File: config.mk
export PLATFORM = sky130hd
export DESIGN_NAME = rank_refresh_seq
export DESIGN_NICKNAME = d
export VERILOG_FILES = /design/src/rtl/rfsh_pkg.sv /design/src/rtl/rfsh_due_timer.sv /design/src/rtl/rfsh_run_timer.sv /design/src/rtl/rfsh_fsm.sv /design/src/rtl/rank_refresh_seq.sv
export SDC_FILE = /design/constraint.sdc
export NUM_CORES = 1
export LEC_CHECK = 0
export ABC_AREA = 1
export BUFFER_PORTS_ARGS = -buffer_cell sky130_fd_sc_hd__buf_4
export CAP_MARGIN = 20
export CORE_MARGIN = 4
export CORE_UTILIZATION = 45
export CTS_CLUSTER_DIAMETER = 50
export DETAILED_ROUTE_END_ITERATION = 6
export PLACE_DENSITY = 0.73
export SLEW_MARGIN = 15
export SYNTH_ARGS = -nofsm -noshare
export SYNTH_HDL_FRONTEND = slang
export SYNTH_SLANG_ARGS = --single-unit
File: constraint.sdc
create_clock -name clk -period 2.5 [get_ports clk]
set_clock_uncertainty 0.15 [all_clocks]
set_input_delay 0.5 -clock clk [delete_from_list [all_inputs] [get_ports clk]]
set_output_delay 0.5 -clock clk [all_outputs]
set_load 0.01 [all_outputs]
File: src/rtl/rfsh_pkg.sv
// Shared types of the per-rank refresh sequencer.
// Assumes: state codes are visible at the top and must stay 0..3 in sequence order.
package rfsh_pkg;
    typedef enum logic [1:0] {
        RS_IDLE  = 2'd0,
        RS_DRAIN = 2'd1,
        RS_PRECH = 2'd2,
        RS_RUN   = 2'd3
    } rfsh_state_e;
endpackage

File: src/rtl/rfsh_due_timer.sv
// Refresh due-time tracker: a free-running cycle count compared with a due register.
// The due register advances by one interval at every match, so the schedule never drifts.
// Assumes: idle_i is high only while the sequencer is idle; a pending expiry is kept
// until the sequencer next leaves idle.
module rfsh_due_timer #(
    parameter int CNT_W = 16
) (
    input  logic             clk,
    input  logic             rst_n,
    input  logic [CNT_W-1:0] first_due_i,
    input  logic [CNT_W-1:0] interval_i,
    input  logic             idle_i,
    output logic             due_o
);
    logic [CNT_W-1:0] now_q;
    logic [CNT_W-1:0] due_q;
    logic             pend_q;
    logic             hit;

    assign hit   = (now_q == due_q);
    assign due_o = hit | pend_q;

    // Cycle count and fixed-rate due time.
    always_ff @(posedge clk) begin
        if (!rst_n) begin
            now_q <= '0;
            due_q <= first_due_i;
        end else begin
            now_q <= now_q + 1'b1;
            if (hit) due_q <= due_q + interval_i;
        end
    end

    // Remember an expiry that lands while the rank is busy.
    always_ff @(posedge clk) begin
        if (!rst_n) pend_q <= 1'b0;
        else        pend_q <= (pend_q | hit) & ~idle_i;
    end


    busy_expiry_kept_chk: assert property (@(posedge clk) disable iff (!rst_n)
        (hit && !idle_i) |=> due_o);
endmodule

File: src/rtl/rfsh_run_timer.sv
// Refresh cycle timer: started by the refresh done strobe, it expires after
// max(trc,1) cycles.
// Assumes: start_i is a single-cycle pulse while the timer is inactive.
module rfsh_run_timer #(
    parameter int RC_W = 8
) (
    input  logic            clk,
    input  logic            rst_n,
    input  logic            start_i,
    input  logic [RC_W-1:0] trc_i,
    output logic            active_o,
    output logic            expire_o
);
    logic [RC_W-1:0] cnt_q;
    logic            act_q;

    assign active_o = act_q;
    assign expire_o = act_q && (cnt_q <= 1);

    // Load on start, count down while active.
    always_ff @(posedge clk) begin
        if (!rst_n) begin
            act_q <= 1'b0;
            cnt_q <= '0;
        end else if (start_i) begin
            act_q <= 1'b1;
            cnt_q <= trc_i;
        end else if (act_q) begin
            if (cnt_q <= 1) act_q <= 1'b0;
            else            cnt_q <= cnt_q - 1'b1;
        end
    end


    run_hold_chk: assert property (@(posedge clk) disable iff (!rst_n)
        (act_q && !expire_o) |=> act_q);
endmodule

File: src/rtl/rfsh_fsm.sv
// Refresh sequence control: idle -> drain -> precharge -> run -> idle.
// Assumes: done strobes arrive only in response to the matching request.
module rfsh_fsm
    import rfsh_pkg::*;
#(
    parameter int INFL_W = 4,
    parameter int BANK_W = 4
) (
    input  logic              clk,
    input  logic              rst_n,
    input  logic              due_i,
    input  logic [INFL_W-1:0] inflight_i,
    input  logic [BANK_W-1:0] open_banks_i,
    input  logic              prea_done_i,
    input  logic              run_active_i,
    input  logic              run_expire_i,
    output rfsh_state_e       state_o,
    output logic              avail_o,
    output logic              prea_req_o,
    output logic              ref_req_o
);
    rfsh_state_e st_q, st_d;

    // Next-state selection.
    always_comb begin
        st_d = st_q;
        case (st_q)
            RS_IDLE:  if (due_i) st_d = RS_DRAIN;
            RS_DRAIN: if (inflight_i == '0) st_d = RS_PRECH;
            RS_PRECH: if (open_banks_i == '0 || prea_done_i) st_d = RS_RUN;
            RS_RUN:   if (run_expire_i) st_d = RS_IDLE;
            default:  st_d = RS_IDLE;
        endcase
    end

    // State register.
    always_ff @(posedge clk) begin
        if (!rst_n) st_q <= RS_IDLE;
        else        st_q <= st_d;
    end

    assign state_o    = st_q;
    assign avail_o    = (st_q == RS_IDLE);
    assign prea_req_o = (st_q == RS_PRECH) && (open_banks_i != '0);
    assign ref_req_o  = (st_q == RS_RUN) && !run_active_i;


    drain_entry_chk: assert property (@(posedge clk) disable iff (!rst_n)
        (st_q == RS_DRAIN && $past(st_q) == RS_IDLE) |-> $past(due_i));

    drain_hold_chk: assert property (@(posedge clk) disable iff (!rst_n)
        (st_q == RS_DRAIN && inflight_i != '0) |=> st_q == RS_DRAIN);

    run_entry_chk: assert property (@(posedge clk) disable iff (!rst_n)
        (st_q == RS_RUN && $past(st_q) != RS_RUN) |-> $past(st_q) == RS_PRECH);

    prea_skip_chk: assert property (@(posedge clk) disable iff (!rst_n)
        prea_req_o |-> open_banks_i != '0);

    req_unavail_chk: assert property (@(posedge clk) disable iff (!rst_n)
        (prea_req_o || ref_req_o) |-> !avail_o);
endmodule

File: src/rtl/rank_refresh_seq.sv
// Per-rank refresh sequencer top: joins the due-time tracker, the refresh
// cycle timer and the sequence control.
// Assumes: one instance per rank; its ports carry only this rank's counts and strobes.
module rank_refresh_seq
    import rfsh_pkg::*;
#(
    parameter int CNT_W  = 16,
    parameter int RC_W   = 8,
    parameter int INFL_W = 4,
    parameter int BANK_W = 4
) (
    input  logic              clk,
    input  logic              rst_n,
    input  logic [CNT_W-1:0]  first_due_i,
    input  logic [CNT_W-1:0]  interval_i,
    input  logic [RC_W-1:0]   trc_i,
    input  logic [INFL_W-1:0] inflight_i,
    input  logic [BANK_W-1:0] open_banks_i,
    input  logic              prea_done_i,
    input  logic              ref_done_i,
    output logic              avail_o,
    output logic              prea_req_o,
    output logic              ref_req_o,
    output logic [1:0]        state_o
);
    logic        due;
    logic        run_active;
    logic        run_expire;
    logic        run_start;
    rfsh_state_e st;

    assign run_start = ref_req_o & ref_done_i;
    assign state_o   = st;

    rfsh_due_timer #(.CNT_W(CNT_W)) u_due (
        .clk(clk), .rst_n(rst_n), .first_due_i(first_due_i),
        .interval_i(interval_i), .idle_i(avail_o), .due_o(due)
    );

    rfsh_run_timer #(.RC_W(RC_W)) u_run (
        .clk(clk), .rst_n(rst_n), .start_i(run_start), .trc_i(trc_i),
        .active_o(run_active), .expire_o(run_expire)
    );

    rfsh_fsm #(.INFL_W(INFL_W), .BANK_W(BANK_W)) u_fsm (
        .clk(clk), .rst_n(rst_n), .due_i(due), .inflight_i(inflight_i),
        .open_banks_i(open_banks_i), .prea_done_i(prea_done_i),
        .run_active_i(run_active), .run_expire_i(run_expire),
        .state_o(st), .avail_o(avail_o), .prea_req_o(prea_req_o),
        .ref_req_o(ref_req_o)
    );
endmodule

==> flow_metrics.env, run 1 <==
export IMPL_drc=0
export IMPL_vias_per_cell=4.95
export IMPL_worst_pin_slew_ns=0.325
export IMPL_cts_tree="yes"
export IMPL_antenna_found_initial=0
export IMPL_cts_root_buf="clkbuf_8"
export IMPL_io_buffers=56
export IMPL_maxSlewHeadroom_pct=78.4
export IMPL_diodes=0
export IMPL_seq_area_frac_synth_pct=32.6
export IMPL_fin_hold_ws_ns=0.310
export IMPL_wl_um=7500
export IMPL_start_util_pct=46.8
export IMPL_vdd_drop_max_mv=0.352
export IMPL_worst_path_largest_cell_delay_ns=0.42
export IMPL_post_cts_setup_buffers=0
export IMPL_cp_endpoint="u_due.due_q[12]"
export IMPL_num_vias=3125
export IMPL_ys_ff_latch=44
export IMPL_drt_iter0_markers=164
export IMPL_die_h_um=92.3
export IMPL_syn_to_final_growth_pct=19.6
export IMPL_dieWidth_um=92.3
export IMPL_syn_cell_area_sq_um=3200
export IMPL_grt_pass1_wl_um=12900
export IMPL_reg2reg_depth=10
export IMPL_critPathMaxFanout=3
export IMPL_startpoint="u_due.due_q[0]"
export IMPL_dieArea_sq_um=8520
export IMPL_fin_nets=609
export IMPL_cts_buffers=5
export IMPL_grt_usage_pct=18.5
export IMPL_fmax_ghz=0.459
export IMPL_synth_fp_nets=549
export IMPL_grt_ovfl_total=0
export IMPL_grt_max_degree=29
export IMPL_first_pass_iters=5
export IMPL_required_ns=2.41
export IMPL_arrival_ns=2.09
export IMPL_cp_start_kind="flop"
export IMPL_clk_latency_ns=0.30
export IMPL_crit_chain="ha_1, fa_1, nand3_1, nand2_1, nand2_1, nand2_1, a21oi_1, nand2_1, nand3_1, nand2_1"
export IMPL_setup_viol_count_final=0
export IMPL_syn_area_per_cell_sq_um=6.74
export IMPL_ff_latch_area_sq_um=1040
export IMPL_post_cts_resized=0
export IMPL_yosys_warnings=0
export IMPL_rows=30
export IMPL_fin_tns_setup_ns=0
export IMPL_cap_violations=0
export IMPL_ant_nets=0
export IMPL_clkTransAtPathRegs_ns=0.08
export IMPL_ff2ff_setup_slack_ns=0.32
export IMPL_clock_sinks=44
export IMPL_layout_drive_gt1_share_pct=17.6
export IMPL_ys_types=37
export IMPL_p_per_area_nw_per_um2=549
export IMPL_end_kind="flop"
export IMPL_slew_viol_final=0
export IMPL_p_leak_uw=0.00183
export IMPL_syn_inst=474
export IMPL_crit_type="reg2reg"
export IMPL_cts_max_level=2
export IMPL_core_area_sq_um=6830
export IMPL_place_gp_congestion=0.865
export IMPL_timing_rr_end="u_due.due_q[12]"
export IMPL_min_period_ns=2.18
export IMPL_multi_input_area_sq_um=1910
export IMPL_cp_common_cell="nand2_1"
export IMPL_fin_crit_sh_pct=87.1
export IMPL_fill_cells=719
export IMPL_grt_pass1_vias=3046
export IMPL_reg2reg_from="u_due.due_q[0]"
export IMPL_avgRoutedWirePerCell_um=11.9
export IMPL_grt_setup_unrepaired="false"
export IMPL_cts_path_max_buffers=2
export IMPL_pin_count=57
export IMPL_hpwl_um=5900
export IMPL_cp_slowest_cell="edfxtp_1"
export IMPL_status="finished, final reports clean"
export IMPL_hold_viol=0
export IMPL_cts_hold_buf=0
export IMPL_hold_path_class="in2reg"
cells in the mapped netlist (all sizes together):
| master | count | area share [%] |
|---|---|---|
| o21bai | 3 | 0.70 |
| a21boi | 1 | 0.23 |
| a31oi | 5 | 0.98 |
| edfxtp | 16 | 15 |
| nand3 | 28 | 4.7 |
| nor4 | 2 | 0.39 |
| a21oi | 38 | 6.1 |
| o211ai | 2 | 0.47 |
| o21a | 1 | 0.23 |
| nor2 | 65 | 8.4 |
| buf | 2 | 0.31 |
| a211oi | 1 | 0.23 |
| nand2b | 2 | 0.39 |
| o21ai | 25 | 4.3 |
| xor2 | 2 | 0.55 |
| inv | 58 | 6.8 |
| nor3 | 12 | 2.5 |
| nand2 | 143 | 17 |
| dfxtp | 28 | 18 |
| nand4 | 2 | 0.39 |
| or2 | 1 | 0.20 |
| ha | 22 | 8.6 |
| clkinv | 2 | 0.23 |
| xnor2 | 8 | 2.2 |
| clkbuf | 4 | 0.47 |
| fa | 1 | 0.63 |
kinds of logic after synthesis:
family,count (synthesis),share of synthesized area (%)
AO/OA/AOI/OAI,76,13.2
adder cells (fa/ha/maj),23,9.24
XOR/XNOR,10,2.74
buffers and inverters,66,7.83
flip-flops,44,32.6
AND/OR/NAND/NOR,255,34.4
power breakdown:
group | switching (uW) | internal, uW
combinational | 421 | 335
clock | 251 | 226
sequential | 56.3 | 810
sequential cells by signal, summed over array words and instances (netlist names):
register        flops
u_due.pend_q        1
u_fsm.state_o       2
u_due.now_q        16
u_due.due_q        16
u_run.cnt_q         8
u_run.active_o      1
critical path, delay by kind of cell (launching register included):
kind	cells	cell delay, ns
AO/OA/AOI/OAI	1	0.17
adder cells (fa/ha/maj)	2	0.64
flip-flops	1	0.42
AND/OR/NAND/NOR	7	0.55
final cells by class:
type,instances,area share [%]
clock buffer,8,2.36
inverter,60,5.89
sequential,44,27.2
multi-input combinational,364,49.8
timing repair buffer,59,11.6
tap,96,3.14
layer usage:
| metal | share of wire, % | global-route usage (%) | routed length, um | vias up |
|---|---|---|---|---|
| met5 | 0 | 0 | 0 | - |
| met4 | 1.3 | 4.33 | 97 | 0 |
| met3 | 4.8 | 3.36 | 363 | 9 |
| met2 | 49 | 33.5 | 3670 | 65 |
| met1 | 45 | 22.5 | 3370 | 1391 |
| li1 | - | - | - | 1660 |
per-stage QoR:
step,total power [uW],utilization (%),setup slack (ns),instance area (sq um),cells
2_1_floorplan,1410,-,0.382,3200,474
3_3_place_gp,1620,54.7,0.181,3730,623
3_5_place_dp,1640,54.7,0.144,3730,623
4_1_cts,2110,56.0,0.314,3820,631
5_1_grt,2260,56.0,0.113,3820,631
6_report,2100,56.0,0.323,3820,631
how the worst min path moves through the flow:
stage / endpoint / slack [ns] / cells after the start / from
6_report: u_due.due_q[1] / 0.31 / 3 / first_due_i[1]
5_1_grt: u_due.due_q[12] / 0.32 / 3 / first_due_i[12]
4_1_cts: u_due.due_q[1] / 0.31 / 3 / first_due_i[1]
3_5_place_dp: u_run.cnt_q[7] / 0.33 / 2 / u_run.cnt_q[7]
3_3_place_gp: u_due.pend_q / 0.32 / 2 / u_due.pend_q
2_1_floorplan: u_due.now_q[0] / 0.29 / 1 / u_due.now_q[0]
layout by cell type, fill, tap and decap left out, types with 6 or more instances in the layout:
| master | Yosys | layout |
|---|---|---|
| nor2_2 | 7 | 7 |
| nor3_1 | 9 | 9 |
| a21oi_1 | 37 | 37 |
| ha_1 | 22 | 22 |
| nand2_1 | 137 | 137 |
| nand3_1 | 26 | 26 |
| xnor2_1 | 8 | 8 |
| inv_2 | 8 | 8 |
| buf_4 | 0 | 59 |
| inv_1 | 50 | 50 |
| o21ai_0 | 18 | 18 |
| dfxtp_1 | 28 | 28 |
| clkbuf_8 | 0 | 6 |
| edfxtp_1 | 16 | 16 |
| o21ai_1 | 6 | 6 |
| nor2_1 | 57 | 57 |
No activity file was read; power rests on OpenSTA's default activity.
==> run 2, diff against run 1 <==
--- a/config.mk
+++ b/config.mk
@@ -13,6 +13,7 @@
 export CTS_CLUSTER_DIAMETER = 50
 export DETAILED_ROUTE_END_ITERATION = 6
 export PLACE_DENSITY = 0.73
+export REMOVE_ABC_BUFFERS = 1
 export SLEW_MARGIN = 15
 export SYNTH_ARGS = -nofsm -noshare
 export SYNTH_HDL_FRONTEND = slang
==> flow_metrics.env, run 2 (synthesized netlist as in run 1, its figures left out) <==
export IMPL_start_util_pct=46.8
export IMPL_critPathBufInv=0
export IMPL_clkTransAtPathRegs_ns=0.09
export IMPL_dieArea_sq_um=8520
export IMPL_finish_instance_area_sq_um=3850
export IMPL_grt_pass1_vias=2923
export IMPL_critPathMaxFanout=3
export IMPL_antenna_found_initial=0
export IMPL_die_h_um=92.3
export IMPL_min_to="u_due.due_q[1]"
export IMPL_grt_usage_pct=18.4
export IMPL_drc=0
export IMPL_crit_chain="ha_1, fa_1, nand3_1, nand2_1, nand2_1, nand2_1, a21oi_1, xnor2_1, nand2_1, nand2_1"
export IMPL_hpwl_um=5990
export IMPL_cp_start_kind="flop"
export IMPL_grt_ovfl_total=0
export IMPL_maxSlewHeadroom_pct=74.8
export IMPL_cts_root_buf="clkbuf_8"
export IMPL_worst_path_largest_cell_delay_ns=0.45
export IMPL_min_path_cells=3
export IMPL_fin_crit_sh_pct=88.4
export IMPL_p_per_area_nw_per_um2=565
export IMPL_place_gp_congestion=0.870
export IMPL_final_cell_mix="137 x nand2_1, 59 x buf_4, 57 x nor2_1"
export IMPL_avgRoutedWirePerCell_um=12.0
export IMPL_required_ns=2.41
export IMPL_min_from="first_due_i[1]"
export IMPL_cts_buffers=5
export IMPL_pin_count=57
export IMPL_core_area_sq_um=6830
export IMPL_grt_pass1_wl_um=12800
export IMPL_ant_nets=0
export IMPL_hold_viol=0
export IMPL_io_buffers=56
export IMPL_mostFrequentLayoutCell="nand2_1"
export IMPL_first_pass_iters=4
export IMPL_largestRegisters="u_due.due_q: 16 flops, u_due.now_q: 16 flops, u_run.cnt_q: 8 flops"
export IMPL_cts_hold_buf=0
export IMPL_cp_top_family="adder cells"
export IMPL_vdd_drop_max_mv=0.270
export IMPL_rows=30
export IMPL_timing_rr_end="u_due.due_q[10]"
export IMPL_fmax_ghz=0.452
export IMPL_dp_cells=623
export IMPL_reg2reg_from="u_due.due_q[0]"
export IMPL_hold_path_class="in2reg"
export IMPL_fin_nets=609
export IMPL_dieWidth_um=92.3
export IMPL_crit_type="reg2reg"
export IMPL_grt_setup_unrepaired="false"
export IMPL_post_cts_setup_buffers=0
export IMPL_cts_tree="yes"
export IMPL_setup_viol_count_final=0
export IMPL_arrival_ns=2.12
export IMPL_clock_sinks=44
export IMPL_cts_max_level=2
export IMPL_clk_latency_ns=0.30
export IMPL_worst_pin_slew_ns=0.379
export IMPL_cts_path_max_buffers=2
export IMPL_slew_viol_final=0
export IMPL_post_cts_resized=0
export IMPL_wl_um=7570
export IMPL_reg2reg_depth=10
export IMPL_fin_tns_setup_ns=0
export IMPL_num_vias=3114
export IMPL_layout_cells_non_filler=631
export IMPL_vias_per_cell=4.94
export IMPL_final_util_pct=56.4
export IMPL_cp_common_cell="nand2_1"
export IMPL_placed_area_sq_um=3730
export IMPL_status="finished, final reports clean"
export IMPL_min_period_ns=2.21
export IMPL_drt_iter0_markers=177
export IMPL_ff2ff_setup_slack_ns=0.29
export IMPL_cap_violations=0
export IMPL_grt_max_degree=35
export IMPL_p_leak_uw=0.00184
export IMPL_layout_drive_gt1_share_pct=17.9
export IMPL_fin_hold_ws_ns=0.320
export IMPL_syn_to_final_growth_pct=20.5
export IMPL_diodes=0
export IMPL_cp_slowest_cell="edfxtp_1"
export IMPL_end_kind="flop"
run 2: changes by cell type in the layout (fill, tap and decap cells not counted):
cell,change
clkbuf_16,+1
clkbuf_1,-2
clkinv_4,+1
run 2: metal layers:
metal / GRT usage (%) / vias up / share of wire, %
met4: 4.58 / 0 / 1.6
li1: - / 1658 / -
met5: 0 / - / 0
met2: 31.9 / 65 / 49
met3: 2.79 / 11 / 5.5
met1: 23.8 / 1380 / 44
run 2: final cells by class:
type                    count  area (sq um)
well taps                  96           120
inverters                  60           225
clock inverters             1          8.76
clock buffers               7           108
flip-flops and latches     44          1040
fillers                   688          2980
multi-input cells         364          1910
repair buffers             59           443
run 2: how the worst max path moves through the flow:
stage | end | start | cells after the start | slack (ns)
6_report | u_due.due_q[10] | u_due.due_q[0] | 10 | 0.29
5_1_grt | u_due.due_q[10] | u_due.due_q[0] | 10 | 0.06
4_1_cts | u_due.due_q[10] | u_due.due_q[0] | 10 | 0.28
3_5_place_dp | u_due.due_q[10] | interval_i[0] | 11 | 0.15
3_3_place_gp | u_due.due_q[10] | interval_i[0] | 11 | 0.17
2_1_floorplan | u_due.due_q[10] | interval_i[0] | 10 | 0.38
run 2: worst register-to-register path: stages (launching register included):
cell	delay, ns
edfxtp_1	0.45
ha_1	0.24
fa_1	0.40
nand3_1	0.10
nand2_1	0.10
nand2_1	0.08
nand2_1	0.09
a21oi_1	0.18
xnor2_1	0.08
nand2_1	0.06
nand2_1	0.04
run 2: report_power, final:
part | internal (uW) | switching (uW)
Clock | 287 | 258
Combinational | 335 | 426
Sequential | 811 | 59.6
run 2: per-stage QoR:
step	power [uW]	setup slack (ns)
2_1_floorplan	1400	0.380
3_3_place_gp	1620	0.173
3_5_place_dp	1640	0.145
4_1_cts	2190	0.277
5_1_grt	2340	0.0601
6_report	2180	0.290
